[src/rtl/tq_pkg.sv]
package tq_pkg;
  typedef enum logic [1:0] {
    SRC_SYS  = 2'd0,
    SRC_DIV  = 2'd1,
    SRC_PIN  = 2'd2,
    SRC_CHN  = 2'd3
  } src_sel_e;

  typedef enum logic [1:0] {
    EDGE_NONE = 2'd0,
    EDGE_RISE = 2'd1,
    EDGE_FALL = 2'd2,
    EDGE_ANY  = 2'd3
  } edge_sel_e;

  typedef struct packed {
    edge_sel_e cap_edge;
    logic      toggle;
    src_sel_e  src;
    logic      en;
  } tctrl_t;

  localparam int unsigned CTRL_W = $bits(tctrl_t);
endpackage

[src/rtl/tq_prescale.sv]
module tq_prescale #(
  parameter int unsigned DIV = 16
) (
  input  logic clk,
  input  logic rst_n,
  output logic tick_o
);
  localparam int unsigned PW = (DIV > 1) ? $clog2(DIV) : 1;
  localparam logic [PW-1:0] LAST = PW'(DIV - 1);

  logic [PW-1:0] pc_q, pc_d;

  always_comb begin
    pc_d = (pc_q == LAST) ? '0 : pc_q + 1'b1;
  end

  always_ff @(posedge clk or negedge rst_n) begin
    if (!rst_n) pc_q <= '0;
    else        pc_q <= pc_d;
  end

  assign tick_o = (pc_q == LAST);

  generate
    if (DIV > 1) begin : g_chk
      assert_tick_spacing_R6: assert property (@(posedge clk) disable iff (!rst_n)
        tick_o |=> !tick_o);
    end
  endgenerate
endmodule

[src/rtl/tq_insync.sv]
module tq_insync #(
  parameter int unsigned N = 4
) (
  input  logic         clk,
  input  logic         rst_n,
  input  logic [N-1:0] pin_i,
  output logic [N-1:0] rise_o,
  output logic [N-1:0] fall_o
);
  logic [N-1:0] s1_q, s2_q, s3_q;

  always_ff @(posedge clk or negedge rst_n) begin
    if (!rst_n) begin
      s1_q <= '0;
      s2_q <= '0;
      s3_q <= '0;
    end else begin
      s1_q <= pin_i;
      s2_q <= s1_q;
      s3_q <= s2_q;
    end
  end

  assign rise_o = s2_q & ~s3_q;
  assign fall_o = ~s2_q & s3_q;
endmodule

[src/rtl/tq_timer.sv]
module tq_timer
  import tq_pkg::*;
#(
  parameter int unsigned CW = 16
) (
  input  logic          clk,
  input  logic          rst_n,
  input  logic          wr_ctrl,
  input  logic          wr_ref,
  input  logic          wr_cnt,
  input  logic          clr_ref,
  input  logic          clr_cap,
  input  logic [CW-1:0] wdata,
  input  logic          pre_tick,
  input  logic          chain_tick,
  input  logic          pin_rise,
  input  logic          pin_fall,
  output tctrl_t        ctrl_o,
  output logic [CW-1:0] ref_o,
  output logic [CW-1:0] cnt_o,
  output logic [CW-1:0] cap_o,
  output logic          ref_evt_o,
  output logic          cap_evt_o,
  output logic          tout_o,
  output logic          hit_o
);
  tctrl_t        ctrl_q, ctrl_d;
  logic [CW-1:0] ref_q, ref_d, cnt_q, cnt_d, cap_q, cap_d, cnt_adv;
  logic          ref_evt_q, ref_evt_d, cap_evt_q, cap_evt_d;
  logic          out_q, out_d, hit_q;
  logic          src_tick, tick, hit, cap_fire;

  always_comb begin
    unique case (ctrl_q.src)
      SRC_SYS: src_tick = 1'b1;
      SRC_DIV: src_tick = pre_tick;
      SRC_PIN: src_tick = pin_rise;
      default: src_tick = chain_tick;
    endcase
    tick    = ctrl_q.en & src_tick;
    cnt_adv = (cnt_q == ref_q) ? '0 : cnt_q + 1'b1;
    hit     = tick & ~wr_cnt & (cnt_adv == ref_q);

    unique case (ctrl_q.cap_edge)
      EDGE_RISE: cap_fire = pin_rise;
      EDGE_FALL: cap_fire = pin_fall;
      EDGE_ANY:  cap_fire = pin_rise | pin_fall;
      default:   cap_fire = 1'b0;
    endcase

    ctrl_d    = wr_ctrl ? tctrl_t'(wdata[CTRL_W-1:0]) : ctrl_q;
    ref_d     = wr_ref ? wdata : ref_q;
    cnt_d     = wr_cnt ? wdata : (tick ? cnt_adv : cnt_q);
    cap_d     = cap_fire ? cnt_q : cap_q;
    ref_evt_d = hit | (ref_evt_q & ~clr_ref);
    cap_evt_d = cap_fire | (cap_evt_q & ~clr_cap);

    if (!ctrl_q.en)         out_d = 1'b1;
    else if (ctrl_q.toggle) out_d = out_q ^ hit;
    else                    out_d = ~hit;
  end

  always_ff @(posedge clk or negedge rst_n) begin
    if (!rst_n) begin
      ctrl_q    <= '0;
      ref_q     <= '0;
      cnt_q     <= '0;
      cap_q     <= '0;
      ref_evt_q <= 1'b0;
      cap_evt_q <= 1'b0;
      out_q     <= 1'b1;
      hit_q     <= 1'b0;
    end else begin
      ctrl_q    <= ctrl_d;
      ref_q     <= ref_d;
      cnt_q     <= cnt_d;
      cap_q     <= cap_d;
      ref_evt_q <= ref_evt_d;
      cap_evt_q <= cap_evt_d;
      out_q     <= out_d;
      hit_q     <= hit;
    end
  end

  assign ctrl_o    = ctrl_q;
  assign ref_o     = ref_q;
  assign cnt_o     = cnt_q;
  assign cap_o     = cap_q;
  assign ref_evt_o = ref_evt_q;
  assign cap_evt_o = cap_evt_q;
  assign tout_o    = out_q;
  assign hit_o     = hit_q;

  assert_wrap_zero_R2: assert property (@(posedge clk) disable iff (!rst_n)
    (tick && !wr_cnt && cnt_q == ref_q) |=> (cnt_q == '0));

  assert_idle_high_R4: assert property (@(posedge clk) disable iff (!rst_n)
    (!ctrl_q.en) |=> tout_o);

  assert_flag_sticky_R5: assert property (@(posedge clk) disable iff (!rst_n)
    (ref_evt_o && !clr_ref) |=> ref_evt_o);

  assert_cap_flag_R9: assert property (@(posedge clk) disable iff (!rst_n)
    cap_fire |=> cap_evt_o);

  assert_hold_count_R11: assert property (@(posedge clk) disable iff (!rst_n)
    (!ctrl_q.en && !wr_cnt) |=> $stable(cnt_o));
endmodule

[src/rtl/timer_quad.sv]
module timer_quad
  import tq_pkg::*;
#(
  parameter int unsigned NT  = 4,
  parameter int unsigned CW  = 16,
  parameter int unsigned DIV = 16,
  parameter int unsigned AW  = 5
) (
  input  logic          clk,
  input  logic          rst_n,
  input  logic          wr_en,
  input  logic [AW-1:0] addr,
  input  logic [CW-1:0] wdata,
  output logic [CW-1:0] rdata,
  input  logic [NT-1:0] tin,
  output logic [NT-1:0] tout,
  output logic [NT-1:0] ref_evt,
  output logic [NT-1:0] cap_evt
);
  localparam int unsigned RSW = 3;
  localparam int unsigned IW  = AW - RSW;

  logic          rs1_q, rs2_q;
  logic          pre_tick;
  logic [NT-1:0] pin_rise, pin_fall, hit;
  logic [IW-1:0] sel_t;
  logic [RSW-1:0] sel_r;
  tctrl_t        ctrl_a [NT];
  logic [CW-1:0] ref_a  [NT];
  logic [CW-1:0] cnt_a  [NT];
  logic [CW-1:0] cap_a  [NT];

  always_ff @(posedge clk or negedge rst_n) begin
    if (!rst_n) begin
      rs1_q <= 1'b0;
      rs2_q <= 1'b0;
    end else begin
      rs1_q <= 1'b1;
      rs2_q <= rs1_q;
    end
  end

  assign sel_t = addr[AW-1:RSW];
  assign sel_r = addr[RSW-1:0];

  tq_prescale #(.DIV(DIV)) u_pre (
    .clk(clk), .rst_n(rs2_q), .tick_o(pre_tick)
  );

  tq_insync #(.N(NT)) u_sync (
    .clk(clk), .rst_n(rs2_q), .pin_i(tin), .rise_o(pin_rise), .fall_o(pin_fall)
  );

  generate
    for (genvar i = 0; i < NT; i++) begin : g_tmr
      localparam int unsigned LOWER = (i + NT - 1) % NT;
      logic hit_sel;
      assign hit_sel = wr_en && (sel_t == IW'(i));
      tq_timer #(.CW(CW)) u_tmr (
        .clk(clk), .rst_n(rs2_q),
        .wr_ctrl(hit_sel && sel_r == 3'd0),
        .wr_ref (hit_sel && sel_r == 3'd1),
        .wr_cnt (hit_sel && sel_r == 3'd2),
        .clr_ref(hit_sel && sel_r == 3'd4 && wdata[0]),
        .clr_cap(hit_sel && sel_r == 3'd4 && wdata[1]),
        .wdata(wdata), .pre_tick(pre_tick), .chain_tick(hit[LOWER]),
        .pin_rise(pin_rise[i]), .pin_fall(pin_fall[i]),
        .ctrl_o(ctrl_a[i]), .ref_o(ref_a[i]), .cnt_o(cnt_a[i]), .cap_o(cap_a[i]),
        .ref_evt_o(ref_evt[i]), .cap_evt_o(cap_evt[i]),
        .tout_o(tout[i]), .hit_o(hit[i])
      );
    end
  endgenerate

  always_comb begin
    rdata = '0;
    for (int i = 0; i < NT; i++) begin
      if (sel_t == IW'(i)) begin
        unique case (sel_r)
          3'd0:    rdata = CW'(ctrl_a[i]);
          3'd1:    rdata = ref_a[i];
          3'd2:    rdata = cnt_a[i];
          3'd3:    rdata = cap_a[i];
          3'd4:    rdata = CW'({cap_evt[i], ref_evt[i]});
          default: rdata = '0;
        endcase
      end
    end
  end
endmodule

[config.mk]
export PLATFORM = sky130hd
export DESIGN_NAME = timer_quad
export DESIGN_NICKNAME = d
export VERILOG_FILES = /design/src/rtl/tq_pkg.sv /design/src/rtl/tq_prescale.sv /design/src/rtl/tq_insync.sv /design/src/rtl/tq_timer.sv /design/src/rtl/timer_quad.sv
export SDC_FILE = /design/constraint.sdc
export NUM_CORES = 1
export LEC_CHECK = 0
export CAP_MARGIN = 20
export CORE_ASPECT_RATIO = 1.4
export CORE_UTILIZATION = 50
export CTS_BUF_LIST = sky130_fd_sc_hd__clkbuf_4 sky130_fd_sc_hd__clkbuf_8
export DETAILED_ROUTE_END_ITERATION = 10
export GPL_TIMING_DRIVEN = 0
export PLACE_DENSITY = 0.67
export SLEW_MARGIN = 20
export SYNTH_ARGS = -nofsm -noshare
export SYNTH_HDL_FRONTEND = slang
export SYNTH_SLANG_ARGS = --single-unit
[constraint.sdc]
create_clock -name clk -period 13.36 [get_ports clk]
set_clock_uncertainty 0.1 [all_clocks]
set_input_delay 2.672 -clock clk [delete_from_list [all_inputs] [get_ports clk]]
set_output_delay 2.672 -clock clk [all_outputs]
set_load 0.01 [all_outputs]
==> flow_summary.toml <==
[grt]
grt_overflow = 0
grt_pass1_wl_microns = 89300
antenna_found_initial = 2
grt_pass1_vias = 14500
grt_max_degree = 54
grt_usage_pct = 36.0

[power]
p_int_mw = 2.01
seqPwrFrac_pct = 35.5
switching_share_pct = 40.3
p_leak_nw = 7.27
comb_power_share_pct = 42.4
powerDensity_nw_per_um2 = 183
power_switching_mw = 1.35
ir_worst_vdd_mv = 0.101
clockPowerShare_pct = 22.2

[critical_path]
start_kind = "primary input"
worst_setup_path_end_kind = "output port"
worst_ep_arrival_time_ns = 6.55
worstSetupPathType = "primary input to output port"
critical_path_required_ns = 10.59
crit_fanout = 10

[cells_and_area]
diodes = 0
area_growth_pct = 12.8
drive_gt1_share_pct = 17.8
final_util_pct = 57.8
fin_cells = 2274
layout.nets = 1888

[sta]
setup_tns_ns = 0
min_period_ns = 9.32
worst_slack_ns = 4.04
worst_slew_pin_slew_ns = 1.19
slew-limit-headroom_pct = 20.3
fin_crit_sh_pct = 69.8
finalHoldViolations = 0
maxSlewViolCount = 0
final-setup-viol-count = 0
max_freq_ghz = 0.107
rsz0062_at_grt = "no"

[route]
drt_iter0_markers = 1074
drcViolationCount = 0
viasPerCell = 6.44
drt_pass1_iterations = 6
ant_nets = 0
routedWlPerCell_microns = 25.9
finalWirelength_microns = 58900
vias = 14600

[clock_network]
cts_max_level = 2
cts_setup_buffers = 0
cts_tree = "yes"
cts_inserted_buffers = 42
hold_buffers = 0
insertion_delay_ns = 0.60
path_clk_slew_ns = 0.06
clock-sinks = 250
cts-root-buf = "clkbuf_8"
cts_resized = 0
cts_buffer_depth = 3

[synthesis]
syn-mean-instance-area_sq_um = 9.34
synth.cell_area_sq_um = 16300
synth_common_cells = "246 x dfrtp_1, 174 x mux2_2, 128 x a21oi_1"
ys_seq_elements = 250
ys_warn_count = 0
yosys.area_share.simple_pct = 16.4
synth_fa_ha_area_share_pct = 0.998
synthCells = 1744
ys_top_cells_by_area = "dfrtp_1 38%, mux2_2 12%, xnor2_1 4.8%"
yosysTopAreaCell = "dfrtp_1"
synth_async_sr_flop_share_pct = 100
yosys-mux-area-fraction_pct = 13.8
synth_flop_cell = "dfrtp_1"
seq_area_frac_synth_pct = 38.4
synth_edf_count = 0
synth.most_common_cell = "dfrtp_1"
synth_xor_area_share_pct = 7.13
synthDistinctLibCells = 83
synth_compound_area_share_pct = 18.1
synth_top_area_share_pct = 37.8
synth_nets = 1785
synth_top_family_by_area = "compound AO/OA/AOI/OAI gates"

[die]
num_rows = 77
die_h_microns = 216
ios = 56
core_sq_um = 31800
dieArea_sq_um = 33300
start_util_pct = 51.3
dieWidth_microns = 155

[min_path]
hold_class = "flip-flop to async pin"

[placement]
placed_cells = 2198
post-place-ws_ns = 4.22
dp_hpwl_microns = 43000
gp_congestion = 1.02
portBuffers = 53

[flow_run]
cap_viol_max_count = 0

[run_status]
status = "finished clean"
registers in the layout, indices dropped and copies added, names as in the netlist:
register               count
g_tmr.u_tmr.ref_o         64
g_tmr.u_tmr.cnt_o         64
u_sync.s2_q                4
g_tmr.u_tmr.hit_o          4
u_sync.s1_q                4
u_pre.pc_q                 4
rs2_q                      1
g_tmr.u_tmr.ref_evt_o      4
g_tmr.u_tmr.ctrl_o        24
g_tmr.u_tmr.cap_evt_o      4
u_sync.s3_q                4
g_tmr.u_tmr.cap_o         64
g_tmr.u_tmr.tout_o         4
rs1_q                      1
metal layers:
layer / share of wire [%] / global-route usage (%)
met1: 40 / 44.8
met2: 47 / 58.0
met3: 6.7 / 5.80
met4: 6.9 / 23.0
met5: 0 / 0
kinds of logic after synthesis:
group	after synthesis
AOI/OAI and AO/OA	463
xor gates and xnor gates	123
adders and majority gates	13
buffers and inverters	195
DFF	250
muxes	198
other	1
and+or+nand+nor	501
critical path, cell delays in order:
cell and delay, ns:
clkdlybuf4s50_1 0.51, nor2b_1 0.35, nor2b_1 0.17, buf_2 0.23, clkbuf_1 0.65, buf_1 0.62, a221oi_1 0.21, o21ai_0 0.48
clkdlybuf4s50_1 0.64
path summary, 6_finish.rpt:
kind | from | endpoint | slack (ns) | cells past startpoint
max | addr[2] | rdata[3] | 4.04 | 9
min | rs2_q$_DFF_PN0_ | g_tmr[2].u_tmr.cnt_o[3]$_DFFE_PN0P_ | 0.17 | 0
max reg2reg | g_tmr[2].u_tmr.cnt_o[0]$_DFFE_PN0P_ | g_tmr[2].u_tmr.cnt_o[11]$_DFFE_PN0P_ | 9.77 | 10
min reg2reg | rs2_q$_DFF_PN0_ | g_tmr[2].u_tmr.cnt_o[3]$_DFFE_PN0P_ | 0.17 | 0
max in group asynchronous | rst_n | rs2_q$_DFF_PN0_ | 10.87 | 1
min in group clk | u_sync.s1_q[0]$_DFF_PN0_ | u_sync.s2_q[0]$_DFF_PN0_ | 0.24 | 0
final cells by class:
type                    instances  area, sq um
clock buffers                  70          876
fillers                      2865        13400
plain buffers                 158          698
well taps                     395          494
flip-flops and latches        250         6260
repair buffers                 59          661
clock inverters                 6         35.0
inverters                      37          139
multi-input cells            1299         9210
per-stage QoR:
stage / area (sq um) / hold slack (ns) / power [mW]
after floorplan: 16300 / 0.231 / 2.18
after global placement: 17300 / 0.233 / 2.55
after detailed placement: 17500 / 0.169 / 2.59
after CTS: 18400 / 0.176 / 3.34
after global routing: 18400 / 0.199 / 3.55
final: 18400 / 0.169 / 3.36
placed cells by master, fill, tap and decap left out, types with 31 or more instances in the layout:
cell type / synthesis / final
dfrtp_1: 246 / 245
mux2_2: 174 / 174
a21oi_1: 128 / 128
nor2_1: 125 / 125
o21ai_0: 119 / 119
nand2_1: 108 / 108
clkbuf_1: 102 / 101
xnor2_1: 89 / 89
clkbuf_8: 0 / 56
clkdlybuf4s50_1: 0 / 53
a22oi_1: 51 / 51
nand3_1: 43 / 43
inv_1: 36 / 36
nand4_1: 35 / 35
buf_2: 31 / 31
power by group through the flow:
stage	logic, mW	clock network [mW]	registers (mW)
final	1.42	0.746	1.19
after global routing	1.54	0.786	1.22
after floorplan	1.04	0	1.13
after CTS	1.40	0.752	1.18
after global placement	1.35	0	1.20
after detailed placement	1.40	0	1.20
(Power assumes the default switching activity.)
